$ cat src/rtl/divbank_pkg.sv
package divbank_pkg;

    localparam int SLOT_W    = 8;
    localparam int DIV_W     = 6;
    localparam int GATE_POS  = 7;
    localparam int DIV_RESET = 18;

    typedef enum logic [1:0] {
        OP_LOAD = 2'd0,
        OP_SET  = 2'd1,
        OP_CLR  = 2'd2,
        OP_TOG  = 2'd3
    } bank_op_e;

    typedef struct packed {
        logic             gate;
        logic [DIV_W-1:0] div;
    } slot_t;

    function automatic slot_t slot_from_byte(input logic [SLOT_W-1:0] b);
        slot_t s;
        s.gate = b[GATE_POS];
        s.div  = b[DIV_W-1:0];
        return s;
    endfunction

    function automatic logic [SLOT_W-1:0] slot_to_byte(input slot_t s);
        logic [SLOT_W-1:0] b;
        b = '0;
        b[GATE_POS]    = s.gate;
        b[DIV_W-1:0]   = s.div;
        return b;
    endfunction

    function automatic slot_t slot_next(input bank_op_e op, input slot_t cur, input slot_t arg);
        slot_t n;
        case (op)
            OP_LOAD: n = arg;
            OP_SET:  n = slot_t'(cur | arg);
            OP_CLR:  n = slot_t'(cur & ~arg);
            default: n = slot_t'(cur ^ arg);
        endcase
        return n;
    endfunction

    function automatic slot_t slot_reset();
        slot_t s;
        s.gate = 1'b1;
        s.div  = DIV_W'(DIV_RESET);
        return s;
    endfunction

endpackage

$ cat src/rtl/divbank_decode.sv
module divbank_decode
    import divbank_pkg::*;
#(
    parameter int ADDR_W = 4
) (
    input  logic [ADDR_W-1:0] addr,
    output bank_op_e          op
);
    localparam int SEL_LO = 2;

    always_comb begin
        op = bank_op_e'(addr[SEL_LO +: 2]);
    end

endmodule

$ cat src/rtl/divbank_slot.sv
module divbank_slot
    import divbank_pkg::*;
(
    input  logic     clk,
    input  logic     rst,
    input  logic     wr_en,
    input  bank_op_e op,
    input  slot_t    arg,
    output slot_t    q
);
    slot_t q_r;

    always_ff @(posedge clk) begin
        if (rst) begin
            q_r <= slot_reset();
        end else if (wr_en) begin
            q_r <= slot_next(op, q_r, arg);
        end
    end

    assign q = q_r;

endmodule

$ cat src/rtl/divbank_ctrl.sv
module divbank_ctrl
    import divbank_pkg::*;
#(
    parameter int SLOTS  = 4,
    parameter int ADDR_W = 4
) (
    input  logic                     clk,
    input  logic                     rst,
    input  logic                     bus_we,
    input  logic [ADDR_W-1:0]        bus_addr,
    input  logic [SLOTS*SLOT_W-1:0]  bus_wdata,
    output logic [SLOTS*SLOT_W-1:0]  bus_rdata,
    output logic [SLOTS*DIV_W-1:0]   div_val,
    output logic [SLOTS-1:0]         gate_off
);
    bank_op_e op;

    divbank_decode #(.ADDR_W(ADDR_W)) u_dec (
        .addr (bus_addr),
        .op   (op)
    );

    for (genvar n = 0; n < SLOTS; n++) begin : g_slot
        slot_t cur;

        divbank_slot u_slot (
            .clk   (clk),
            .rst   (rst),
            .wr_en (bus_we),
            .op    (op),
            .arg   (slot_from_byte(bus_wdata[n*SLOT_W +: SLOT_W])),
            .q     (cur)
        );

        assign bus_rdata[n*SLOT_W +: SLOT_W] = slot_to_byte(cur);
        assign div_val[n*DIV_W +: DIV_W]     = cur.div;
        assign gate_off[n]                   = cur.gate;
    end

endmodule

$ cat config.mk
export PLATFORM = sky130hd
export DESIGN_NAME = divbank_ctrl
export DESIGN_NICKNAME = d
export VERILOG_FILES = /design/src/rtl/divbank_pkg.sv /design/src/rtl/divbank_decode.sv /design/src/rtl/divbank_slot.sv /design/src/rtl/divbank_ctrl.sv
export SDC_FILE = /design/constraint.sdc
export NUM_CORES = 1
export LEC_CHECK = 0
export CORE_MARGIN = 4
export CORE_UTILIZATION = 47
export DETAILED_ROUTE_END_ITERATION = 10
export PLACE_DENSITY = 0.82
export SLEW_MARGIN = 20
export SYNTH_ARGS = -nofsm -noshare
export SYNTH_HDL_FRONTEND = slang
export SYNTH_SLANG_ARGS = --single-unit
$ cat constraint.sdc
create_clock -name clk -period 2.1 [get_ports clk]
set_clock_uncertainty 0.05 [all_clocks]
set_input_delay 0.42 -clock clk [delete_from_list [all_inputs] [get_ports clk]]
set_output_delay 0.42 -clock clk [all_outputs]
set_load 0.03 [all_outputs]
==> results of run 1 <==
-- synthesized netlist by cell type, drive strengths merged --
cell and instances:
nand2 21, mux4 2, inv 59, a221oi 21
nor2b 1, a221o 5, nor2 2, ha 56
o21ai 32, a211o 2, buf 43, conb 1
mux2 5, clkbuf 9, mux2i 26, nor3 15
and2 3, dfxtp 28
-- metrics by stage --
stage / total power [mW] / instances / worst slack, ns / area [um^2]
2_1_floorplan: 1.17 / 334 / 0.315 / 2910
3_3_place_gp: 1.38 / 460 / -0.0349 / 3600
3_5_place_dp: 1.41 / 460 / -0.0714 / 3600
4_1_cts: 1.86 / 464 / 0.182 / 3670
5_1_grt: 1.94 / 464 / 0.142 / 3670
6_report: 1.83 / 464 / 0.213 / 3670
-- per-layer routing --
metal | vias to the layer above | GRT usage, % | share of wire [%]
li1 | 1194 | - | -
met1 | 1111 | 20.3 | 41
met2 | 91 | 30.0 | 50
met3 | 8 | 3.52 | 7.1
met4 | 0 | 4.39 | 1.3
met5 | - | 0 | 0
-- power breakdown --
part	internal, mW	switching, mW
sequential	0.575	0.0525
clock	0.255	0.179
combinational	0.348	0.419
-- worst register-to-register path, stage by stage (launching register included) --
cell     delay (ns)
dfxtp_1        0.39
inv_1          0.07
ha_1           0.27
mux4_2         0.46
a211o_1        0.29
-- area by class of cell --
type | count | area, um^2 | share of cell area [%]
multi-input cells | 195 | 1740 | 47.3
inverters | 59 | 221 | 6.03
repair buffers | 103 | 988 | 26.9
clock inverters | 1 | 30.0 | 0.817
clock buffers | 3 | 41.3 | 1.12
well taps | 75 | 93.8 | 2.55
flip-flops and latches | 28 | 561 | 15.3
-- worst max-delay path by stage --
stage               slack (ns)                            endpoint                                from
floorplan                 0.32  g_slot[0].u_slot.q[1]$_SDFFE_PP1P_  g_slot[0].u_slot.q[1]$_SDFFE_PP1P_
global placement         -0.03  g_slot[2].u_slot.q[6]$_SDFFE_PP1P_                       bus_wdata[23]
detailed placement       -0.07  g_slot[0].u_slot.q[1]$_SDFFE_PP1P_                        bus_wdata[1]
CTS                       0.18                       bus_rdata[12]  g_slot[1].u_slot.q[4]$_SDFFE_PP1P_
global route              0.14                         div_val[10]  g_slot[1].u_slot.q[4]$_SDFFE_PP1P_
finish                    0.21                       bus_rdata[16]  g_slot[2].u_slot.q[0]$_SDFFE_PP0P_
-- kinds of logic after synthesis --
family / Yosys count / synth area share, %
other: 1 / 0.129
AOI/OAI and AO/OA: 60 / 16.4
adders and majority gates: 56 / 24.2
DFF: 28 / 19.4
and+or+nand+nor: 42 / 6.44
buffers and inverters: 111 / 21.0
muxes: 33 / 12.5
==> run_results.csv, run 1 <==
group,metric,value,unit
critical_path,r2r_end,"g_slot[0].u_slot.q[1]$_SDFFE_PP1P_",
cells_and_area,largest_reg_flops,28,
cts,cts_tree,"yes",
critical_path,critPathTopFamily,"buffers and inverters",
cts,cts_setup_buffers,0,
sta,timing.hold.ws,0.538,ns
logic_synthesis,synth.distinct_cells,22,
route,drt_iter0_markers,123,
logic_synthesis,synth_area_per_cell,8.75,um^2
cts,cts_buffers,3,
logic_synthesis,yosysSeqAreaShare,19.4,%
logic_synthesis,synth_area,2900,um^2
logic_synthesis,post-synth-top-area-cell,"ha_1",
grt,grt_pass1_vias,2365,
critical_path,cp_cell_sequence,"clkdlybuf4s50_1",
cts,clock_path_buffers,2,
critical_path,worstReg2RegStart,"g_slot[0].u_slot.q[1]$_SDFFE_PP1P_",
pwr,peakVddDrop,0.303,mV
pwr,power_density,498,nW/um^2
floorplanning,core,5960,um^2
grt,grt_pass1_wl,10400,um
cells_and_area,most-common-layout-cells,"87 x clkdlybuf4s50_1, 59 x inv_1, 56 x ha_1",
floorplanning,start_util,48.6,%
cells_and_area,drive_gt1_share,9.51,%
critical_path,reg2regPathDepth,4,
cells_and_area,final_nets,485,
cts,cts_root_buffer,"clkbuf_8",
critical_path,worstPathMaxFanout,5,
grt,antenna_found_initial,0,
critical_path,critPathRequiredTime,1.63,ns
grt,overflow,0,
run_status,status,"complete, no violations",
job,maxCapViolations,0,
cells_and_area,layout_commonest_cell,"clkdlybuf4s50_1",
min_path,hp-class,"flip-flop to flip-flop",
cells_and_area,area_delta_synth_final,26.8,%
route,route.detailed.wl_per_inst,13.5,um
route,viasPerCell,5.18,
floorplanning,die_h,86.5,um
placement,place_congestion,0.697,
route,drc,0,
critical_path,path_depth,1,
floorplanning,die_w,86.5,um
critical_path,timing.critical_path.buf_inv,1,
cts,holdBufCountCts,0,
floorplanning,rows,28,
cells_and_area,diodes,0,
sta,setup_viol,0,
critical_path,reg2reg_slack,0.47,ns
min_path,min_to,"g_slot[1].u_slot.q[3]$_SDFFE_PP0P_",
logic_synthesis,synth_area_leaders,"ha_1 24%, dfxtp_1 19%, mux2i_1 9.0%",
critical_path,critPathMaxStageDelay,0.71,ns
logic_synthesis,syn_inst,331,
placement,hpwl,4930,um
min_path,hold_path_depth,2,
logic_synthesis,yosys_register_bits,28,
cts,worstSkewPairLatency,0.28,ns
pwr,p_leak,1.79,nW
grt,grt_max_degree,25,
critical_path,crit_arrival,1.42,ns
route,drt_wl_total,6250,um
sta,min_period,1.89,ns
critical_path,startpoint_type,"flip-flop",
logic_synthesis,synth_top_area_share,24.2,%
cts,clock_sinks,28,
cts,clk_pin_slew_worst_paths,0.10,ns
logic_synthesis,yosysWarningCount,0,
cts,htreeDepth,1,
sta,drv_slew,0,
sta,clock.fmax,530,MHz
sta,hold_violations,0,
sta,fin_tns_setup,0,ns
route,ant_nets,0,
grt,grt_use_total,16.8,%
min_path,hold_start,"g_slot[1].u_slot.q[3]$_SDFFE_PP0P_",
critical_path,critPathKind,"flip-flop to primary output",
floorplanning,die_area,7480,um^2
cts,cts_resized,0,
route,vias,2404,
cells_and_area,final_util,61.7,%
sta,rsz0062_at_grt,"no",
critical_path,cp_slowest_cell,"clkdlybuf4s50_1",
cells_and_area,num-fill-cells,513,
sta,period_share,89.9,%
floorplanning,ioPinCount,99,
placement,port_buffers,88,
critical_path,endpoint_kind,"primary output",
route,dr.pass1.iters,5,
No activity file was read; power rests on OpenSTA's default activity.
==> run 2: changes to the inputs <==
Settings changed: CORE_UTILIZATION 47 to 48, CTS_BUF_LIST set to sky130_fd_sc_hd__clkbuf_8, PLACE_DENSITY 0.82 to 0.84.
==> run_results.csv, run 2 (same netlist as run 1, synthesis figures left out) <==
group,metric,value,unit
critical_path,timing.critical_path.buf_inv,2,
floorplanning,die_w,85.7,um
grt,grt_pass1_wl,10300,um
route,vias,2358,
critical_path,critPathKind,"input port to flip-flop",
critical_path,critPathRequiredTime,2.22,ns
cts,clock_path_buffers,2,
critical_path,critPathMaxStageDelay,0.48,ns
cells_and_area,drive_gt1_share,8.57,%
cells_and_area,area_delta_synth_final,25.4,%
route,drt_wl_total,6310,um
floorplanning,rows,28,
cts,clk_pin_slew_worst_paths,0.10,ns
placement,hpwl,4900,um
cts,cts_resized,0,
cells_and_area,num-fill-cells,517,
sta,timing.hold.ws,0.543,ns
pwr,p_sw_share,37.8,%
placement,port_buffers,88,
pwr,power_frac_clock,17.2,%
cells_and_area,fin_cells,460,
placement,place_inst,457,
cts,clock_sinks,28,
cells_and_area,largest_reg_flops,28,
grt,grt_max_degree,58,
floorplanning,die_area,7340,um^2
grt,grt_pass1_vias,2364,
route,route.detailed.wl_per_inst,13.7,um
grt,overflow,0,
floorplanning,start_util,49.2,%
critical_path,worstPathMaxFanout,2,
cells_and_area,final_nets,482,
sta,drv_slew,0,
sta,setup_viol,0,
route,drc,0,
critical_path,cp_cell_sequence,"clkdlybuf4s50_1, inv_1, ha_1, mux4_2, a211o_1",
sta,setup_ws,0.202,ns
cts,cts_tree,"yes",
critical_path,worstReg2RegStart,"g_slot[0].u_slot.q[1]$_SDFFE_PP1P_",
pwr,peakVddDrop,0.289,mV
pwr,share_seq_of_total_power,37.4,%
route,drt_iter0_markers,109,
cells_and_area,most-common-layout-cells,"87 x clkdlybuf4s50_1, 59 x inv_1, 56 x ha_1",
sta,fin_tns_setup,0,ns
critical_path,path_depth,5,
cells_and_area,regArea,561,um^2
cts,htreeDepth,1,
critical_path,crit_arrival,2.01,ns
critical_path,cp_slowest_cell,"clkdlybuf4s50_1",
route,ant_nets,0,
min_path,min_to,"g_slot[3].u_slot.q[0]$_SDFFE_PP0P_",
min_path,hp-class,"flip-flop to flip-flop",
floorplanning,ioPinCount,99,
floorplanning,die_h,85.7,um
placement,dp_slack,-0.0983,ns
floorplanning,core,5890,um^2
cells_and_area,multi_input_comb_area,1740,um^2
run_status,status,"complete, no violations",
pwr,power_density,465,nW/um^2
route,dr.pass1.iters,4,
cts,worstSkewPairLatency,0.27,ns
critical_path,critPathTopFamily,"buffers and inverters",
critical_path,reg2regPathDepth,4,
critical_path,reg2reg_slack,0.45,ns
pwr,p_switching,0.638,mW
job,maxCapViolations,0,
route,viasPerCell,5.13,
grt,antenna_found_initial,0,
cts,holdBufCountCts,0,
critical_path,r2r_end,"g_slot[0].u_slot.q[1]$_SDFFE_PP1P_",
pwr,p_leak,1.76,nW
sta,rsz0062_at_grt,"no",
cells_and_area,final_util,61.7,%
pwr,pwr-share-comb,45.4,%
sta,hold_violations,0,
cells_and_area,layout_commonest_cell,"clkdlybuf4s50_1",
placement,place_congestion,0.698,
sta,min_period,1.90,ns
min_path,hold_start,"g_slot[3].u_slot.q[0]$_SDFFE_PP0P_",
sta,period_share,90.4,%
pwr,internal-power,1.05,mW
cts,cts_setup_buffers,0,
critical_path,endpoint_kind,"flip-flop",
sta,clock.fmax,527,MHz
grt,grt_use_total,16.7,%
critical_path,startpoint_type,"input port",
cells_and_area,diodes,0,
min_path,hold_path_depth,2,
cts,cts_buffers,3,
cts,cts_root_buffer,"clkbuf_8",
[run 2: cell types whose count changed in the layout (fill, tap and decap cells not counted), sizes merged]
cell / previous run / this run
buf: 16 / 13
bufinv: 1 / 0
[run 2: per-stage QoR]
| stage | power (mW) | instance area [um^2] |
|---|---|---|
| detailed placement | 1.42 | 3590 |
| global placement | 1.38 | 3590 |
| global route | 1.80 | 3630 |
| floorplan | 1.17 | 2910 |
| CTS | 1.71 | 3630 |
| finish | 1.69 | 3630 |
[run 2: final cells by class]
| cell class | instances | area share, % |
|---|---|---|
| Tap cell | 75 | 2.58 |
| Inverter | 59 | 6.10 |
| Clock buffer | 3 | 1.14 |
| Multi-Input combinational cell | 195 | 47.8 |
| Timing Repair Buffer | 100 | 26.9 |
| Sequential cell | 28 | 15.4 |
[run 2: power groups by stage]
stage | Sequential (mW) | Clock, mW | Combinational [mW]
finish | 0.631 | 0.290 | 0.767
global route | 0.641 | 0.325 | 0.831
CTS | 0.632 | 0.300 | 0.775
detailed placement | 0.643 | 0 | 0.773
global placement | 0.639 | 0 | 0.740
floorplan | 0.718 | 0 | 0.455
[run 2: per-layer routing]
metal	up-vias	part of all wire, %	track usage, %
li1	1187	-	-
met5	-	0	0
met2	74	51	32.3
met4	0	0.97	3.88
met3	6	5.5	2.21
met1	1091	42	19.1
[run 2: worst max-delay path by stage]
stage                                       startpoint                                 end  slack (ns)
global placement                         bus_wdata[23]  g_slot[2].u_slot.q[6]$_SDFFE_PP1P_       -0.04
detailed placement                        bus_wdata[1]  g_slot[0].u_slot.q[1]$_SDFFE_PP1P_        -0.1
finish                                    bus_wdata[1]  g_slot[0].u_slot.q[1]$_SDFFE_PP1P_        0.20
CTS                                       bus_wdata[1]  g_slot[0].u_slot.q[1]$_SDFFE_PP1P_        0.20
global route                              bus_wdata[1]  g_slot[0].u_slot.q[1]$_SDFFE_PP1P_        0.15
floorplan           g_slot[0].u_slot.q[1]$_SDFFE_PP1P_  g_slot[0].u_slot.q[1]$_SDFFE_PP1P_        0.32
[run 2: worst reg2reg max path: stages (launching register included)]
cell and delay (ns):
dfxtp_1 0.39, inv_1 0.08, ha_1 0.27, mux4_2 0.46, a211o_1 0.30
==> run 3: changes to the inputs <==
Settings changed: CELL_PAD_IN_SITES_DETAIL_PLACEMENT set to 1, CELL_PAD_IN_SITES_GLOBAL_PLACEMENT set to 1, CORE_MARGIN 4 to 2, CORE_UTILIZATION 48 to 35, PLACE_DENSITY 0.84 to unset, PLACE_DENSITY_LB_ADDON set to 0.1.
Clock period 2.1 ns to 2.03 ns, I/O delays scaled along.
==> run_results.csv, run 3 (same netlist as run 1, synthesis figures left out) <==
group,metric,value,unit
run_status,status,"complete, no violations",
grt,grt_pass1_vias,2413,
sta,rsz0062_at_grt,"no",
cells_and_area,drive_gt1_share,8.33,%
cells_and_area,diodes,0,
grt,use_met3,1.52,%
critical_path,worstPathMaxFanout,5,
route,dr.pass1.iters,4,
sta,setup_viol,0,
critical_path,crit_arrival,1.46,ns
route,ant_nets,0,
sta,hold_violations,0,
sta,period_share,94.6,%
critical_path,worstReg2RegStart,"g_slot[0].u_slot.q[1]$_SDFFE_PP1P_",
cells_and_area,num-fill-cells,983,
grt,top_usage_layer,"met2",
cts,clock_path_buffers,2,
cells_and_area,layout_commonest_cell,"clkdlybuf4s50_1",
grt,grt_pass1_wl,11400,um
floorplanning,die_area,9020,um^2
cts,worstSkewPairLatency,0.27,ns
route,drt_wl_total,6710,um
placement,dp_slack,-0.137,ns
floorplanning,die_h,95.0,um
pwr,p_leak,1.76,nW
min_path,hp-class,"flip-flop to flip-flop",
cells_and_area,final_util,45.2,%
cts,htreeDepth,1,
sta,setup_ws,0.110,ns
critical_path,critPathMaxStageDelay,0.74,ns
grt,use_met1,21.3,%
job,maxCapViolations,0,
cells_and_area,most-common-layout-cells,"87 x clkdlybuf4s50_1, 59 x inv_1, 56 x ha_1",
critical_path,cp_slowest_cell,"clkdlybuf4s50_1",
cells_and_area,largest_reg_flops,28,
route,drc,0,
pwr,p_switching,0.682,mW
pwr,pwr-share-comb,44.9,%
critical_path,critPathTopFamily,"buffers and inverters",
grt,grt_max_degree,46,
route,viasPerCell,4.83,
critical_path,crit_path_end,"div_val[7]",
critical_path,path_depth,1,
cts,clk_pin_slew_worst_paths,0.11,ns
placement,place_inst,486,
placement,hpwl,5110,um
route,route.detailed.wl_per_inst,13.7,um
placement,place_congestion,0.731,
pwr,power_density,482,nW/um^2
cells_and_area,area_delta_synth_final,26.9,%
floorplanning,start_util,35.6,%
critical_path,startpoint_type,"flip-flop",
pwr,peakVddDrop,0.229,mV
grt,grt_use_total,15.7,%
cells_and_area,fin_cells,489,
floorplanning,rows,33,
route,drt_iter0_markers,32,
floorplanning,ioPinCount,99,
floorplanning,core,8130,um^2
cells_and_area,fin_area,3680,um^2
sta,min_period,1.92,ns
pwr,p_sw_share,38.6,%
critical_path,cp_cell_sequence,"clkdlybuf4s50_1",
pwr,share_seq_of_total_power,36.9,%
critical_path,endpoint_kind,"primary output",
route,vias,2364,
critical_path,timing.critical_path.buf_inv,1,
sta,drv_slew,0,
floorplanning,die_w,95.0,um
pwr,internal-power,1.09,mW
cells_and_area,final_nets,481,
grt,use_met2,27.2,%
grt,overflow,0,
critical_path,reg2reg_slack,0.38,ns
cts,cts_setup_buffers,0,
critical_path,r2r_end,"g_slot[0].u_slot.q[1]$_SDFFE_PP1P_",
critical_path,reg2regPathDepth,4,
placement,port_buffers,88,
cts,cts_tree,"yes",
sta,clock.fmax,521,MHz
sta,fin_tns_setup,0,ns
cts,cts_buffers,3,
cts,cts_root_buffer,"clkbuf_8",
cts,cts_resized,0,
critical_path,crit_start,"g_slot[1].u_slot.q[1]$_SDFFE_PP1P_",
cts,clock_sinks,28,
grt,antenna_found_initial,0,
pwr,power_frac_clock,18.2,%
critical_path,critPathKind,"flip-flop to primary output",
cts,holdBufCountCts,0,
placement,place_area,3630,um^2
critical_path,critPathRequiredTime,1.57,ns
[run 3: cell count changes in the layout (fill, tap and decap cells not counted)]
cell    before  now
buf_4       11    9
buf_12       1    2
[run 3: worst min-delay path by stage]
stage | to | startpoint | depth (start not counted) | slack, ns
finish | g_slot[1].u_slot.q[3]$_SDFFE_PP0P_ | g_slot[1].u_slot.q[3]$_SDFFE_PP0P_ | 2 | 0.54
floorplan | g_slot[3].u_slot.q[5]$_SDFFE_PP0P_ | bus_wdata[29] | 2 | 0.57
CTS | g_slot[3].u_slot.q[0]$_SDFFE_PP0P_ | g_slot[3].u_slot.q[0]$_SDFFE_PP0P_ | 2 | 0.55
detailed placement | g_slot[3].u_slot.q[0]$_SDFFE_PP0P_ | g_slot[3].u_slot.q[0]$_SDFFE_PP0P_ | 2 | 0.53
global route | g_slot[3].u_slot.q[0]$_SDFFE_PP0P_ | g_slot[3].u_slot.q[0]$_SDFFE_PP0P_ | 2 | 0.59
global placement | g_slot[3].u_slot.q[5]$_SDFFE_PP0P_ | g_slot[3].u_slot.q[5]$_SDFFE_PP0P_ | 2 | 0.52
[run 3: power by group through the flow]
stage	clock network (mW)	logic [mW]	registers, mW
finish	0.323	0.795	0.653
global route	0.358	0.877	0.664
CTS	0.336	0.808	0.655
detailed placement	0	0.804	0.667
global placement	0	0.780	0.664
floorplan	0	0.471	0.742
[run 3: cell type report]
class	count	area [um^2]	share of cell area [%]
Sequential cell	28	561	15.2
Timing Repair Buffer	99	983	26.8
Inverter	59	221	6.02
Tap cell	105	131	3.57
Multi-Input combinational cell	195	1740	47.3
Clock buffer	3	41.3	1.12
[run 3: tightest hold or removal path: stages (launching register included)]
cell and delay, ns:
dfxtp_1 0.36, o21ai_0 0.15, a221oi_1 0.05
[run 3: per-stage QoR]
step / total power, mW / hold WS [ns]
2_1_floorplan: 1.21 / 0.575
3_3_place_gp: 1.44 / 0.521
3_5_place_dp: 1.47 / 0.533
4_1_cts: 1.80 / 0.555
5_1_grt: 1.90 / 0.591
6_report: 1.77 / 0.544
[run 3: layer usage]
metal	up-vias	share of wire, %
li1	1186	-
met1	1129	48
met2	47	48
met3	2	3.6
met4	0	0.51
met5	-	0
